**config.mk**
```make
export PLATFORM = sky130hd
export DESIGN_NAME = fir_mac_seq
export DESIGN_NICKNAME = d
export VERILOG_FILES = /design/src/rtl/fir_pkg.sv /design/src/rtl/fir_hist_buf.sv /design/src/rtl/fir_coef_mem.sv /design/src/rtl/fir_addr_gen.sv /design/src/rtl/fir_mac_unit.sv /design/src/rtl/fir_mac_seq.sv
export SDC_FILE = /design/constraint.sdc
export NUM_CORES = 1
export LEC_CHECK = 0
export ABC_AREA = 0
export BUFFER_PORTS_ARGS = -buffer_cell sky130_fd_sc_hd__buf_2
export CELL_PAD_IN_SITES_DETAIL_PLACEMENT = 1
export CELL_PAD_IN_SITES_GLOBAL_PLACEMENT = 1
export CORE_ASPECT_RATIO = 1.4
export CORE_MARGIN = 4
export CORE_UTILIZATION = 53
export CTS_CLUSTER_DIAMETER = 80
export DETAILED_ROUTE_END_ITERATION = 8
export PLACE_DENSITY_LB_ADDON = 0.1
export SLEW_MARGIN = 15
export SYNTH_ARGS = -nofsm -noshare
export SYNTH_HDL_FRONTEND = slang
export SYNTH_SLANG_ARGS = --single-unit
```
**constraint.sdc**
```tcl
create_clock -name clk -period 10.5 [get_ports clk]
set_input_delay 1.05 -clock clk [delete_from_list [all_inputs] [get_ports clk]]
set_output_delay 1.05 -clock clk [all_outputs]
set_load 0.03 [all_outputs]
```
**src/rtl/fir_pkg.sv**
```systemverilog
package fir_pkg;

    localparam int DATA_W = 16;
    localparam int ACC_W  = 40;
    localparam int FRAC   = 15;

    typedef enum logic [1:0] {
        ST_IDLE = 2'd0,
        ST_LOOP = 2'd1,
        ST_LAST = 2'd2
    } fir_state_e;

    localparam logic signed [ACC_W:0] RND_HALF = (ACC_W+1)'(2**(FRAC-1));
    localparam logic signed [ACC_W:0] SAT_HI   = (ACC_W+1)'(2**(DATA_W-1) - 1);
    localparam logic signed [ACC_W:0] SAT_LO   = -SAT_HI - (ACC_W+1)'(1);

    // Q30 sum to Q15: bias by half an LSB, arithmetic shift, clamp.
    function automatic logic [DATA_W-1:0] round_sat(input logic signed [ACC_W-1:0] sum);
        logic signed [ACC_W:0] biased;
        logic signed [ACC_W:0] scaled;
        biased = $signed({sum[ACC_W-1], sum}) + RND_HALF;
        scaled = biased >>> FRAC;
        if (scaled > SAT_HI)
            return SAT_HI[DATA_W-1:0];
        else if (scaled < SAT_LO)
            return SAT_LO[DATA_W-1:0];
        else
            return scaled[DATA_W-1:0];
    endfunction

endpackage

```
**src/rtl/fir_hist_buf.sv**
```systemverilog
module fir_hist_buf #(
    parameter int DEPTH = 8,
    parameter int DW    = 16,
    localparam int PW   = $clog2(DEPTH)
) (
    input  logic          clk,
    input  logic          rst_n,
    input  logic          wr_en,
    input  logic [PW-1:0] wr_addr,
    input  logic [DW-1:0] wr_data,
    input  logic [PW-1:0] rd_addr,
    output logic [DW-1:0] rd_data
);
    logic [DW-1:0] mem [DEPTH];

    for (genvar i = 0; i < DEPTH; i++) begin : g_slot
        always_ff @(posedge clk or negedge rst_n) begin
            if (!rst_n)
                mem[i] <= '0;
            else if (wr_en && (wr_addr == PW'(i)))
                mem[i] <= wr_data;
        end
    end

    assign rd_data = mem[rd_addr];
endmodule

```
**src/rtl/fir_coef_mem.sv**
```systemverilog
module fir_coef_mem #(
    parameter int DEPTH = 8,
    parameter int DW    = 16,
    localparam int PW   = $clog2(DEPTH)
) (
    input  logic          clk,
    input  logic          rst_n,
    input  logic          we,
    input  logic [PW-1:0] waddr,
    input  logic [DW-1:0] wdata,
    input  logic [PW-1:0] raddr,
    output logic [DW-1:0] rdata
);
    logic [DW-1:0] tbl [DEPTH];

    for (genvar i = 0; i < DEPTH; i++) begin : g_coef
        always_ff @(posedge clk or negedge rst_n) begin
            if (!rst_n)
                tbl[i] <= '0;
            else if (we && (waddr == PW'(i)))
                tbl[i] <= wdata;
        end
    end

    assign rdata = tbl[raddr];
endmodule

```
**src/rtl/fir_addr_gen.sv**
```systemverilog
module fir_addr_gen #(
    parameter int DEPTH = 8,
    localparam int PW   = $clog2(DEPTH)
) (
    input  logic          clk,
    input  logic          rst_n,
    input  logic          start,
    input  logic          step,
    output logic [PW-1:0] wr_ptr,
    output logic [PW-1:0] smp_ptr,
    output logic [PW-1:0] coef_ptr
);
    localparam logic [PW-1:0] TOP = PW'(DEPTH - 1);

    function automatic logic [PW-1:0] ring_dec(input logic [PW-1:0] p);
        return (p == '0) ? TOP : p - PW'(1);
    endfunction

    function automatic logic [PW-1:0] ring_inc(input logic [PW-1:0] p);
        return (p == TOP) ? '0 : p + PW'(1);
    endfunction

    // Sample pointer walks toward older entries, coefficient pointer walks up.
    always_ff @(posedge clk or negedge rst_n) begin
        if (!rst_n) begin
            wr_ptr   <= '0;
            smp_ptr  <= '0;
            coef_ptr <= '0;
        end else if (start) begin
            wr_ptr   <= ring_inc(wr_ptr);
            smp_ptr  <= ring_dec(wr_ptr);
            coef_ptr <= PW'(1);
        end else if (step) begin
            smp_ptr  <= ring_dec(smp_ptr);
            coef_ptr <= ring_inc(coef_ptr);
        end
    end
endmodule

```
**src/rtl/fir_mac_unit.sv**
```systemverilog
module fir_mac_unit #(
    parameter int DW = 16,
    parameter int AW = 40,
    localparam int PWID = 2 * DW
) (
    input  logic                 clk,
    input  logic                 rst_n,
    input  logic                 clr,
    input  logic                 en,
    input  logic signed [DW-1:0] a,
    input  logic signed [DW-1:0] b,
    output logic signed [AW-1:0] acc_next
);
    logic signed [AW-1:0]   acc_q;
    logic signed [PWID-1:0] prod;

    assign prod     = a * b;
    assign acc_next = acc_q + $signed({{(AW-PWID){prod[PWID-1]}}, prod});

    always_ff @(posedge clk or negedge rst_n) begin
        if (!rst_n)
            acc_q <= '0;
        else if (clr)
            acc_q <= '0;
        else if (en)
            acc_q <= acc_next;
    end
endmodule

```
**src/rtl/fir_mac_seq.sv**
```systemverilog
module fir_mac_seq
    import fir_pkg::*;
#(
    parameter int TAPS = 8
) (
    input  logic                     clk,
    input  logic                     rst_n,
    input  logic                     in_valid,
    input  logic [DATA_W-1:0]        in_data,
    input  logic                     cw_en,
    input  logic [$clog2(TAPS)-1:0]  cw_addr,
    input  logic [DATA_W-1:0]        cw_data,
    output logic                     out_valid,
    output logic [DATA_W-1:0]        out_data,
    output logic                     overrun
);
    localparam int PW = $clog2(TAPS);
    localparam logic [PW-1:0] EXIT_CNT = PW'(TAPS - 2);

    fir_state_e state_q, state_d;

    logic                     accept, step, finish;
    logic [PW-1:0]            wr_ptr, smp_ptr, coef_ptr, coef_raddr, step_cnt;
    logic [DATA_W-1:0]        hist_rd, coef_rd;
    logic signed [DATA_W-1:0] opa_q, opb_q;
    logic signed [ACC_W-1:0]  acc_next;

    assign accept = (state_q == ST_IDLE) && in_valid;
    assign step   = (state_q == ST_LOOP);
    assign finish = (state_q == ST_LAST);

    // State register.
    always_ff @(posedge clk or negedge rst_n) begin
        if (!rst_n)
            state_q <= ST_IDLE;
        else
            state_q <= state_d;
    end

    // Transitions: ACCEPT, STEP, EXIT, WRITEBACK.
    always_comb begin
        state_d = state_q;
        unique case (state_q)
            ST_IDLE: if (in_valid) state_d = ST_LOOP;
            ST_LOOP: if (step_cnt == EXIT_CNT) state_d = ST_LAST;
            ST_LAST: state_d = ST_IDLE;
            default: state_d = ST_IDLE;
        endcase
    end

    fir_addr_gen #(.DEPTH(TAPS)) u_agen (
        .clk      (clk),
        .rst_n    (rst_n),
        .start    (accept),
        .step     (step),
        .wr_ptr   (wr_ptr),
        .smp_ptr  (smp_ptr),
        .coef_ptr (coef_ptr)
    );

    fir_hist_buf #(.DEPTH(TAPS), .DW(DATA_W)) u_hist (
        .clk     (clk),
        .rst_n   (rst_n),
        .wr_en   (accept),
        .wr_addr (wr_ptr),
        .wr_data (in_data),
        .rd_addr (smp_ptr),
        .rd_data (hist_rd)
    );

    assign coef_raddr = (state_q == ST_IDLE) ? '0 : coef_ptr;

    fir_coef_mem #(.DEPTH(TAPS), .DW(DATA_W)) u_coef (
        .clk   (clk),
        .rst_n (rst_n),
        .we    (cw_en),
        .waddr (cw_addr),
        .wdata (cw_data),
        .raddr (coef_raddr),
        .rdata (coef_rd)
    );

    // Operand fetch overlaps with the product being accumulated.
    always_ff @(posedge clk or negedge rst_n) begin
        if (!rst_n) begin
            opa_q    <= '0;
            opb_q    <= '0;
            step_cnt <= '0;
        end else if (accept) begin
            opa_q    <= $signed(in_data);
            opb_q    <= $signed(coef_rd);
            step_cnt <= '0;
        end else if (step) begin
            opa_q    <= $signed(hist_rd);
            opb_q    <= $signed(coef_rd);
            step_cnt <= step_cnt + PW'(1);
        end
    end

    fir_mac_unit #(.DW(DATA_W), .AW(ACC_W)) u_mac (
        .clk      (clk),
        .rst_n    (rst_n),
        .clr      (accept),
        .en       (step || finish),
        .a        (opa_q),
        .b        (opb_q),
        .acc_next (acc_next)
    );

    // Outputs.
    always_ff @(posedge clk or negedge rst_n) begin
        if (!rst_n) begin
            out_valid <= 1'b0;
            out_data  <= '0;
            overrun   <= 1'b0;
        end else begin
            out_valid <= finish;
            if (finish)
                out_data <= round_sat(acc_next);
            if (in_valid && (state_q != ST_IDLE))
                overrun <= 1'b1;
        end
    end
endmodule

```
# Word level (Yosys, flattened, before mapping)
# Index checks and enable logic that the tools add are counted.
# totals
regBits	360
latch_bits	0
mem_bits_rw	0
rom_bits	0
in_bits	39
out_inout_bits	18
wordCells	116
n_memories	0
# op_classes
n_addsub	7
multipliers	1
n_div	0
order_cmp	4
eq_ne	20
n_shift	0
n_mux	28
bitwise	2
n_reduce_logical	27
# op_table
op	count
$mux W16	10
$bmux W16 S3	2
$mux W40	2
$add A40 B16 Y41 const B	1
$add A40 B32 Y40	1
$mux W3	11
$mul A16 B16 Y32	1
$eq A3 B3 Y1 const B	10
$gt A26 B16 Y1 const B	1
$lt A26 B16 Y1 const B	1
$logic_and A1 B1 Y1	18
$eq A3 B2 Y1 const B	4
$add A3 B1 Y3 const B	3
$logic_not A3 Y1	3
$ge A4 B4 Y1 const B	2
$not A3 Y4	2
$eq A3 B1 Y1 const B	2
$reduce_bool A2 Y1	3
$sub A3 B1 Y3 const B	2
$mux W2	2
$pmux W2 S2	1
$eq A2 B1 Y1 const B	1
$eq A2 B2 Y1 const B	1
$logic_not A2 Y1	1
other kinds (4)	4

# Longest topological paths before layout
# Gate-level depths: netlist of the first run.
# logic_depth
word_depth	8
depth_mapped	31
mapped_depth_nobuf	27

# Modules after synthesis
# A second synthesis of the first run with hierarchy kept.
# hier_totals
hier_cells	2500
hier_area_um2	29605.9
# modules_own_cells
module	instances	cells_per_inst	area_per_inst_um2	seq_area_each_um2
fir_mac_unit	1	1499	14101.0	1001.0
fir_coef_mem	1	336	5933.2	3203.1
fir_hist_buf	1	336	5933.2	3203.1
fir_mac_seq	1	279	3110.5	1376.3
fir_addr_gen	1	50	528.0	225.2

# Least setup slack after synthesis of the first run
# Ideal clock, no wire load.
# synth_timing
path_kind	register -> register
start	register opa_q[15]
end	register out_data[0]
setup_time_ps	134
t_arrival_ps	7730
required_ps	10366
setup_slack_ps	2636
stages_incl_launch_ff	29
path_buffers	3
period_less_slack_ps	7864
cell_sequence	dfrtp_1 clkbuf_1 nand2_1 inv_1 fa_1 fa_1 inv_1 fa_1 fa_1 inv_1 fa_1 inv_1 fa_1 inv_1 ha_1 clkbuf_1 a21o_1 a21o_1 a221oi_1 or3b_2 o21ai_0 a311oi_1 and2_1 and4_1 buf_2 xnor2_1 nor3_2 a21boi_1 o22ai_1
# synth_between
elab_chain_len	6
word_cells_on_any_way	7
classes_between	2 x add/sub; 1 x mul; 2 x order compare; 2 x mux
# synth_lines
item	line_no	text
from (decl)	fir_mac_seq.sv:25	logic signed [DATA_W-1:0] opa_q, opb_q;
from (signal assigned)	fir_mac_seq.sv:90	opa_q <= $signed(in_data);
from (signal assigned)	fir_mac_seq.sv:94	opa_q <= $signed(hist_rd);
$mul A16 B16 Y32 *	fir_mac_unit.sv:17	assign prod = a * b;
$add A40 B32 Y40 *	fir_mac_unit.sv:18	assign acc_next = acc_q + $signed({{(AW-PWID){prod[PWID-1]}}, prod});
$add A40 B16 Y41 *	fir_pkg.sv:21	biased = $signed({sum[ACC_W-1], sum}) + RND_HALF;
$lt A26 B16 Y1	fir_pkg.sv:25	else if (scaled < SAT_LO)
$mux W16	fir_pkg.sv:25	
$mux W16 *	fir_pkg.sv:23	if (scaled > SAT_HI)
to (signal assigned)	fir_mac_seq.sv:119	out_data <= round_sat(acc_next);
to (decl)	fir_mac_seq.sv:14	output logic [DATA_W-1:0] out_data,
# Mark *: on every way between the ends. The rest lies on a longest branch, timed or not.
# A chain may end at the register's enable or synchronous reset.

# Worst setup path in the final report of the first run
# Same ends and word-level chain as after synthesis.

==> impl_results.md, run 1 <==
* Min Clock Period, post-route at a little under 10 ns
* Post-CTS setup buffer count at 0
* Max frequency at roughly 100 MHz
* Critical Path RT at about 11 ns
* Clk buf depth at 3
* Starting density of the core at 0.537
* Dominant synthesized flop cell: dfrtp_1
* Root Buffer: clkbuf_16
* Synthesis warning total at 0
* Crit-path max FO at 17
* Worst Max-Slew Pin Slew at 1.21 ns
* CP startpoint kind: flop
* Clock skew at around 0.019 ns
* Hold_buf cts at 0
* Final hold violation count at 0
* Post-synth ARST share at 1.00
* Max-slew headroom at 0.195
* Vias in the first global route at approximately 24,000
* Largest net degree at the start of global routing at 90
* Worst Setup Path Type: reg2reg
* Core footprint at between 0.05 and 0.06 sq mm
* Row cnt at about 100
* RSZ-0062 raised after global routing: no
* Final period util at 0.930
* Layout cells sized above 1 at 0.183
* Max-cap violations at 0
* Largest stage delay on the critical path at 0.78 ns
* Num Clock Sinks at between 300 and 400
* Final weighted congestion in routability-driven placement at 0.887
* Clock latency on the worst-skew pair at 0.58 ns
* TritonCTS Buffers at between 40 and 50
* Chip width at 208 um
* DR vias at between 20,000 and 25,000
* Clock slew at reported path FFs at 0.06 ns
* H-tree levels at 2
* CP max stage cell: dfrtp_1
* Overall routed net length at a little under 80,000 um
* Share of the yosys chip area belonging to registers at 0.303
* Layout Area Growth over Synthesis at 7.93%
* Post-CTS sizing at 0
* Io pins at 57
* CP arrival at 10.20 ns
* Synth Area per Inst at around 11 sq um
* Initial antenna violation count at 3
* Final setup fails at 0
* DR DRC count at 0
* Pins Over Slew Limit at 0
* Vias per cell at ~5.7
* Cell family with the largest share of critical-path delay: adder cells
* Port Buf Inserts at between 50 and 60
* Routed WL per cell at 22.5 um
* Die Area at around 0.060 sq mm
* Most used cell, CP: fa_1
* EDFF count, synth at 0
* Setup TNS at 0 ns
* Hold crit path type: in2async
* Synthesized area at about 0.030 sq mm
* Final nets at 3,247
* Final HPWL DP at around 60,000 um
* Drt pass-1 iters at 5
* Total grt overflow at 0
* Worst Path Buf+Inv at 5
* First-pass GRT wire length at roughly 130,000 um
* Synth cell types at 86
* Die Y at about 290 um
* Drt initial violations at 764
* Cells after Synth at around 2,700
* Yosys reg bits at 360
* Outcome: finished, final reports clean
* CTS tree: done
* Mapped Nets at approximately 3,300
* Worst Setup End Kind: flop
* Post-route ant nets at 0
* Total track usage at 0.269
stage by stage:
stage          hold WS, ns  instance area (sq um)  setup WS (ns)  utilization  std cells
3_5_place_dp         0.442                  30700          0.798        0.554       3430
6_report             0.420                  32100          0.732        0.580       3508
5_1_grt              0.454                  32100          0.301        0.580       3508
3_3_place_gp         0.440                  30700           1.02        0.554       3430
2_1_floorplan        0.474                  29700           2.64            -       2749
4_1_cts              0.441                  32100          0.772        0.579       3506
Yosys cell counts (11+ instances only):
cell type	number	area, sq um
mux4_2	64	1440
mux2i_1	48	480
ha_1	132	1650
nor3_1	21	105
nand4_1	17	106
a21o_1	12	90.1
a21oi_1	101	505
mux2_2	257	2890
nor4_1	12	75.1
o21ai_0	89	445
and3_1	23	144
nor2_1	132	495
xnor2_1	34	298
fa_1	330	6610
xor2_1	16	140
a211oi_1	15	113
and2_1	120	751
nand2_1	245	920
a31oi_1	11	68.8
dfrtp_1	360	9010
clkbuf_1	105	394
nand3_1	18	90.1
inv_1	430	1610
cells in the final DEF (no fill, tap or decap), drive strengths merged, types with 5 or more instances in the layout:
master	count
clkbuf	57
nor3	24
o21ai	96
a21oi	103
a31oi	11
nand4	18
nor4	14
o211ai	11
and4	5
and2	120
clkinv	10
mux2i	48
fa	330
or3	6
nor3b	7
ha	132
a21o	12
mux4	64
nor2b	7
and3	23
xnor2	34
buf	83
o21bai	6
nand3	18
nor2	132
nand2b	5
mux2	257
a211oi	16
inv	434
nand2	245
dfrtp	360
o21a	8
xor2	16
metal layers:
layer | track usage | vias to the layer above | share of wire
li1 | - | 9018 | -
met1 | 0.322 | 10700 | 0.40
met2 | 0.507 | 294 | 0.54
met3 | 0.0291 | 135 | 0.024
met4 | 0.0894 | 2 | 0.036
met5 | 0 | - | 0.00016
area by class of cell:
type,instances,area (sq um)
sequential,360,9010
clock inverter,19,236
inverter,431,1620
antenna,2,5.00
tap,728,911
multi-input combinational,1828,18600
clock buffer,57,1180
fill,5897,23300
timing repair buffer,83,497
sequential cells by signal, summed over array words and instances (netlist names):
register and flops:
step_cnt 3, out_data 16, opb_q 16, u_coef.tbl 128, opa_q 16, state_q 2, out_valid 1, u_agen.wr_ptr 3
u_agen.coef_ptr 3, u_mac.acc_q 40, u_agen.smp_ptr 3, u_hist.mem 128, overrun 1
cell families (layout without fill, tap and decap cells):
family	count (synthesis)	after routing	share of synthesized area
AO/OA/AOI/OAI	303	303	0.0642
flip-flops	360	360	0.303
other	0	2	0
AND/OR/NAND/NOR	644	644	0.107
buffers and inverters	561	590	0.0720
XOR/XNOR	50	50	0.0147
multiplexers	369	369	0.162
adder cells (fa/ha/maj)	462	462	0.278
worst paths after layout:
path	startpoint	slack [ns]	depth (start not counted)	to
worst max-delay path	opa_q[15]$_DFFE_PN0P_	0.73	25	out_data[0]$_DFFE_PN0P_
worst min-delay path	rst_n	0.42	1	u_mac.acc_q[6]$_DFFE_PN0P_
worst max register to register	opa_q[15]$_DFFE_PN0P_	0.73	25	out_data[0]$_DFFE_PN0P_
worst min register to register	overrun$_DFFE_PN0P_	0.45	1	overrun$_DFFE_PN0P_
max in group asynchronous	rst_n	7.86	3	opa_q[10]$_DFFE_PN0P_
min in group clk	overrun$_DFFE_PN0P_	0.45	1	overrun$_DFFE_PN0P_
Power of run 1 is not shown: default switching activity piles up to over one toggle a cycle in this logic, so the estimate is an artifact.
==> run 2: changes to the inputs <==
--- a/config.mk
+++ b/config.mk
@@ -18,4 +18,5 @@
 export SLEW_MARGIN = 15
 export SYNTH_ARGS = -nofsm -noshare
 export SYNTH_HDL_FRONTEND = slang
+export SYNTH_HIERARCHICAL = 1
 export SYNTH_SLANG_ARGS = --single-unit
==> impl_results.md, run 2 <==
* Synth cell types at 95
* Final weighted congestion in routability-driven placement at about 0.83
* Worst Setup End Kind: flop
* Cell taking the most area after synthesis: dfrtp_1
* RSZ-0062 raised after global routing: no
* Hold_buf cts at 0
* Most frequent cell after synthesis: inv_1
* Total grt overflow at 0
* Max-cap violations at 0
* Crit-path max FO at 17
* Top cells by count, synth: 398 x inv_1, 360 x dfrtp_1, 330 x fa_1
* Max frequency at between 100 and 150 MHz
* Core footprint at roughly 0.055 sq mm
* Outcome: finished, final reports clean
* H-tree levels at 2
* CP arrival at approximately 9.7 ns
* CTS tree: done
* Largest stage delay on the critical path at a little over 0.7 ns
* Vias per cell at about 5.7
* Row cnt at a little over 100
* Largest cells by area after synthesis: dfrtp_1 30%, fa_1 22%, mux2_2 12%, ha_1 5.5%, inv_1 5.0%
* Post-CTS setup buffer count at 0
* Starting density of the core at 0.536
* Final hold violation count at 0
* Die Area at approximately 0.06 sq mm
* Root Buffer: clkbuf_16
* Post-route ant nets at 0
* Yosys reg bits at 360
* Cells after Synth at about 2,500
* Overall routed net length at 71,800 um
* Routed WL per cell at roughly 22 um
* Die Y at 288 um
* Port Buf Inserts at 56
* Worst Path Buf+Inv at 7
* Initial antenna violation count at 2
* Clock skew at around 0.017 ns
* Critical Path RT at about 11 ns
* Clock slew at reported path FFs at roughly 0.060 ns
* DR DRC count at 0
* Max-slew headroom at 0.211
* Post-CTS sizing at 0
* First-pass GRT wire length at between 100,000 and 150,000 um
* DR vias at ~19,000
* Layout cells sized above 1 at 0.205
* Final HPWL DP at 52,600 um
* Vias in the first global route at roughly 22,000
* Hold crit path type: reg2reg
* Synth Area per Inst at around 12 sq um
* Cell family with the largest share of critical-path delay: adder cells
* Yosys top cell area share at 0.304
* Share of the yosys chip area belonging to registers at 0.304
* Dominant synthesized flop cell: dfrtp_1
* Most frequent cells in the layout: 398 x inv_1, 359 x dfrtp_1, 330 x fa_1, 306 x mux2_2, 184 x nand2_1
* Largest net degree at the start of global routing at roughly 170
* Mapped Nets at between 2,000 and 3,000
* Chip width at a little over 200 um
* Synthesis warning total at 6
* Drt initial violations at 655
* Final setup fails at 0
* Most common cell after layout, fill and taps aside: inv_1
* Final nets at ~3,000
* EDFF count, synth at 0
* Clock latency on the worst-skew pair at 0.57 ns
* Clk buf depth at 3
* Final period util at 0.890
* Synthesized area at just under 0.03 sq mm
* Post-synth ARST share at 1.00
* Worst Setup Path Type: reg2reg
* Largest regs: u_coef/tbl (128), u_hist/mem (128), u_mac/acc_q (40)
* Drt pass-1 iters at 5
* Io pins at 57
* Min Clock Period, post-route at 9.35 ns
* CP max stage cell: fa_1
* TritonCTS Buffers at 39
* Setup TNS at 0 ns
* Layout Area Growth over Synthesis at 7.47%
* Num Clock Sinks at 360
* Pins Over Slew Limit at 0
* Worst Max-Slew Pin Slew at roughly 1.2 ns
* CP startpoint kind: flop
* Total track usage at 0.246
* Most used cell, CP: inv_1
## run 2: final cells by class
class                      count  area (sq um)
tap                          728           911
antenna                        2          5.00
fill                        5676         23400
sequential                   360          9010
clock buffer                  55          1110
timing repair buffer          79           475
clock inverter                16           272
inverter                     399          1500
multi-input combinational   1627         18500
## run 2: per-stage QoR
step	setup WS [ns]	cells	hold WS [ns]	utilization	instance area, sq um
after floorplan	2.54	2500	0.456	-	29600
after global placement	1.54	3193	0.440	0.551	30400
after detailed placement	1.18	3193	0.454	0.551	30400
after CTS	1.14	3264	0.474	0.576	31800
after global routing	0.530	3264	0.495	0.576	31800
final	1.15	3266	0.469	0.576	31800
## run 2: path summary, 6_finish.rpt
check                                      start                             to  slack, ns  cells after the start
setup reg to reg           opa_q[15]$_DFFE_PN0P_        out_data[3]$_DFFE_PN0P_       1.15                     29
setup / recovery           opa_q[15]$_DFFE_PN0P_        out_data[3]$_DFFE_PN0P_       1.15                     29
max in group asynchronous                  rst_n  u_agen/smp_ptr[2]$_DFFE_PN0P_       7.45                      3
hold / removal               overrun$_DFFE_PN0P_            overrun$_DFFE_PN0P_       0.47                      1
hold reg to reg              overrun$_DFFE_PN0P_            overrun$_DFFE_PN0P_       0.47                      1
min in group asynchronous                  rst_n     u_mac/acc_q[7]$_DFFE_PN0P_       0.59                      1
## run 2: cell families (layout without fill, tap and decap cells)
kind of cell	after synthesis	count (layout)	share of synthesized area
AO/OA/AOI/OAI	183	183	0.0467
XOR/XNOR	60	60	0.0177
adder cells (fa/ha/maj)	459	459	0.278
buffers and inverters	513	549	0.0721
flip-flops	360	360	0.304
multiplexers	419	419	0.189
other	0	2	0
AND/OR/NAND/NOR	506	506	0.0926
## run 2: per-layer routing
metal	vias up	wire length, um	GRT usage
met3	123	1950	0.0284
met1	9868	30600	0.311
met5	-	8	0
met4	2	1890	0.0692
li1	8274	-	-
met2	271	37400	0.449
Power of run 2 is left out for the same reason.
==> run 3: changes to the inputs <==
--- a/config.mk
+++ b/config.mk
@@ -6,7 +6,7 @@
 export NUM_CORES = 1
 export LEC_CHECK = 0
 export ABC_AREA = 0
-export BUFFER_PORTS_ARGS = -buffer_cell sky130_fd_sc_hd__buf_2
+export BUFFER_PORTS_ARGS = -buffer_cell sky130_fd_sc_hd__buf_4
 export CELL_PAD_IN_SITES_DETAIL_PLACEMENT = 1
 export CELL_PAD_IN_SITES_GLOBAL_PLACEMENT = 1
 export CORE_ASPECT_RATIO = 1.4
==> impl_results.md, run 3 (synthesis gave the netlist of run 2 again) <==
* Outcome: finished, final reports clean
* Final nets at ~3,000
* Final HPWL DP at about 54,000 um
* Worst Max-Slew Pin Slew at ~1.1 ns
* Largest net degree at the start of global routing at 102
* CP Capture Point: out_data[4]$_DFFE_PN0P_
* Post-CTS sizing at 0
* Largest stage delay on the critical path at 0.78 ns
* Largest regs: u_coef/tbl (128), u_hist/mem (128), u_mac/acc_q (40)
* R2R Path Start: opa_q[15]$_DFFE_PN0P_
* Vias in the first global route at about 22,000
* Dpl ws at 1.09 ns
* Die Y at roughly 290 um
* H-tree levels at 2
* Layout Area Growth over Synthesis at 7.91%
* Clk buf depth at 3
* Final period util at 0.886
* Reg2reg setup slack at roughly 1.2 ns
* DR DRC count at 0
* Overall routed net length at between 70,000 and 80,000 um
* Max-cap violations at 0
* Crit. Startpoint: opa_q[15]$_DFFE_PN0P_
* Root Buffer: clkbuf_16
* Drt initial violations at 724
* Row cnt at 102
* TritonCTS Buffers at 40
* First-pass GRT wire length at between 100,000 and 150,000 um
* Most common cell after layout, fill and taps aside: inv_1
* Max-slew headroom at 0.292
* Worst Setup End Kind: flop
* Worst Path Buf+Inv at 5
* CTS tree: done
* Clock slew at reported path FFs at roughly 0.06 ns
* Post-route setup slack at around 1.2 ns
* Final setup fails at 0
* Io pins at 57
* Setup TNS at 0 ns
* Final weighted congestion in routability-driven placement at 0.829
* Post-CTS setup buffer count at 0
* Worst hold stages at 1
* Hold crit path type: reg2reg
* Clock skew at around 0.024 ns
* Chip width at a little over 200 um
* Starting density of the core at 0.536
* Max frequency at between 100 and 150 MHz
* Filler cell count at between 5,000 and 6,000
* Min Clock Period, post-route at between 9 and 10 ns
* DR vias at about 19,000
* RSZ-0062 raised after global routing: no
* Routed WL per cell at ~22 um
* Worst Setup Path Type: reg2reg
* CP arrival at ~9.7 ns
* Die Area at 0.0598 sq mm
* Post-route ant nets at 0
* Most frequent cells in the layout: 398 x inv_1, 359 x dfrtp_1, 330 x fa_1, 306 x mux2_2, 184 x nand2_1
* Total grt overflow at 0
* Most used cell, CP: fa_1
* CP startpoint kind: flop
* Critical Path RT at about 11 ns
* Cell family with the largest share of critical-path delay: adder cells
* Hold_buf cts at 0
* Drt pass-1 iters at 5
* Initial antenna violation count at 1
* Total track usage at 0.250
* Crit-path max FO at 17
* Port Buf Inserts at 56
* Vias per cell at approximately 5.7
* Cell depth of the worst flop-to-flop path at 27
* Layout cells sized above 1 at 0.207
* Pins Over Slew Limit at 0
* Clock latency on the worst-skew pair at 0.57 ns
* CP Depth at 27
* Core footprint at 0.0553 sq mm
* Final hold violation count at 0
* CP max stage cell: fa_1
* RR Endpoint: out_data[4]$_DFFE_PN0P_
* Num Clock Sinks at 360
run 3: worst min-delay path by stage:
stage,endpoint,from
finish,overrun$_DFFE_PN0P_,overrun$_DFFE_PN0P_
global route,overrun$_DFFE_PN0P_,overrun$_DFFE_PN0P_
CTS,overrun$_DFFE_PN0P_,overrun$_DFFE_PN0P_
detailed placement,overrun$_DFFE_PN0P_,overrun$_DFFE_PN0P_
global placement,overrun$_DFFE_PN0P_,overrun$_DFFE_PN0P_
floorplan,u_mac/acc_q[31]$_DFFE_PN0P_,u_mac/acc_q[31]$_DFFE_PN0P_
run 3: metal layers:
metal,up-vias,track usage,part of all wire
met3,112,0.0277,0.026
met5,-,0,0
li1,8276,-,-
met4,0,0.0701,0.027
met1,9913,0.317,0.42
met2,263,0.457,0.52
run 3: layout make-up:
cell class | count | area [sq um] | share of cell area
repair buffers | 83 | 634 | 0.0199
multi-input cells | 1627 | 18500 | 0.580
inverters | 399 | 1500 | 0.0470
clock buffers | 55 | 1150 | 0.0360
clock inverters | 13 | 200 | 0.00627
well taps | 728 | 911 | 0.0285
flip-flops and latches | 360 | 9010 | 0.282
diodes | 2 | 5.00 | 0.000157
run 3: stage by stage:
step / cell area (sq um) / instances / utilization / hold slack, ns
after detailed placement: 30600 / 3197 / 0.554 / 0.450
final: 31900 / 3267 / 0.578 / 0.464
after CTS: 31900 / 3265 / 0.578 / 0.468
after global routing: 31900 / 3266 / 0.578 / 0.488
after global placement: 30600 / 3197 / 0.554 / 0.449
after floorplan: 29600 / 2500 / - / 0.456
Power of run 3 is left out for the same reason.
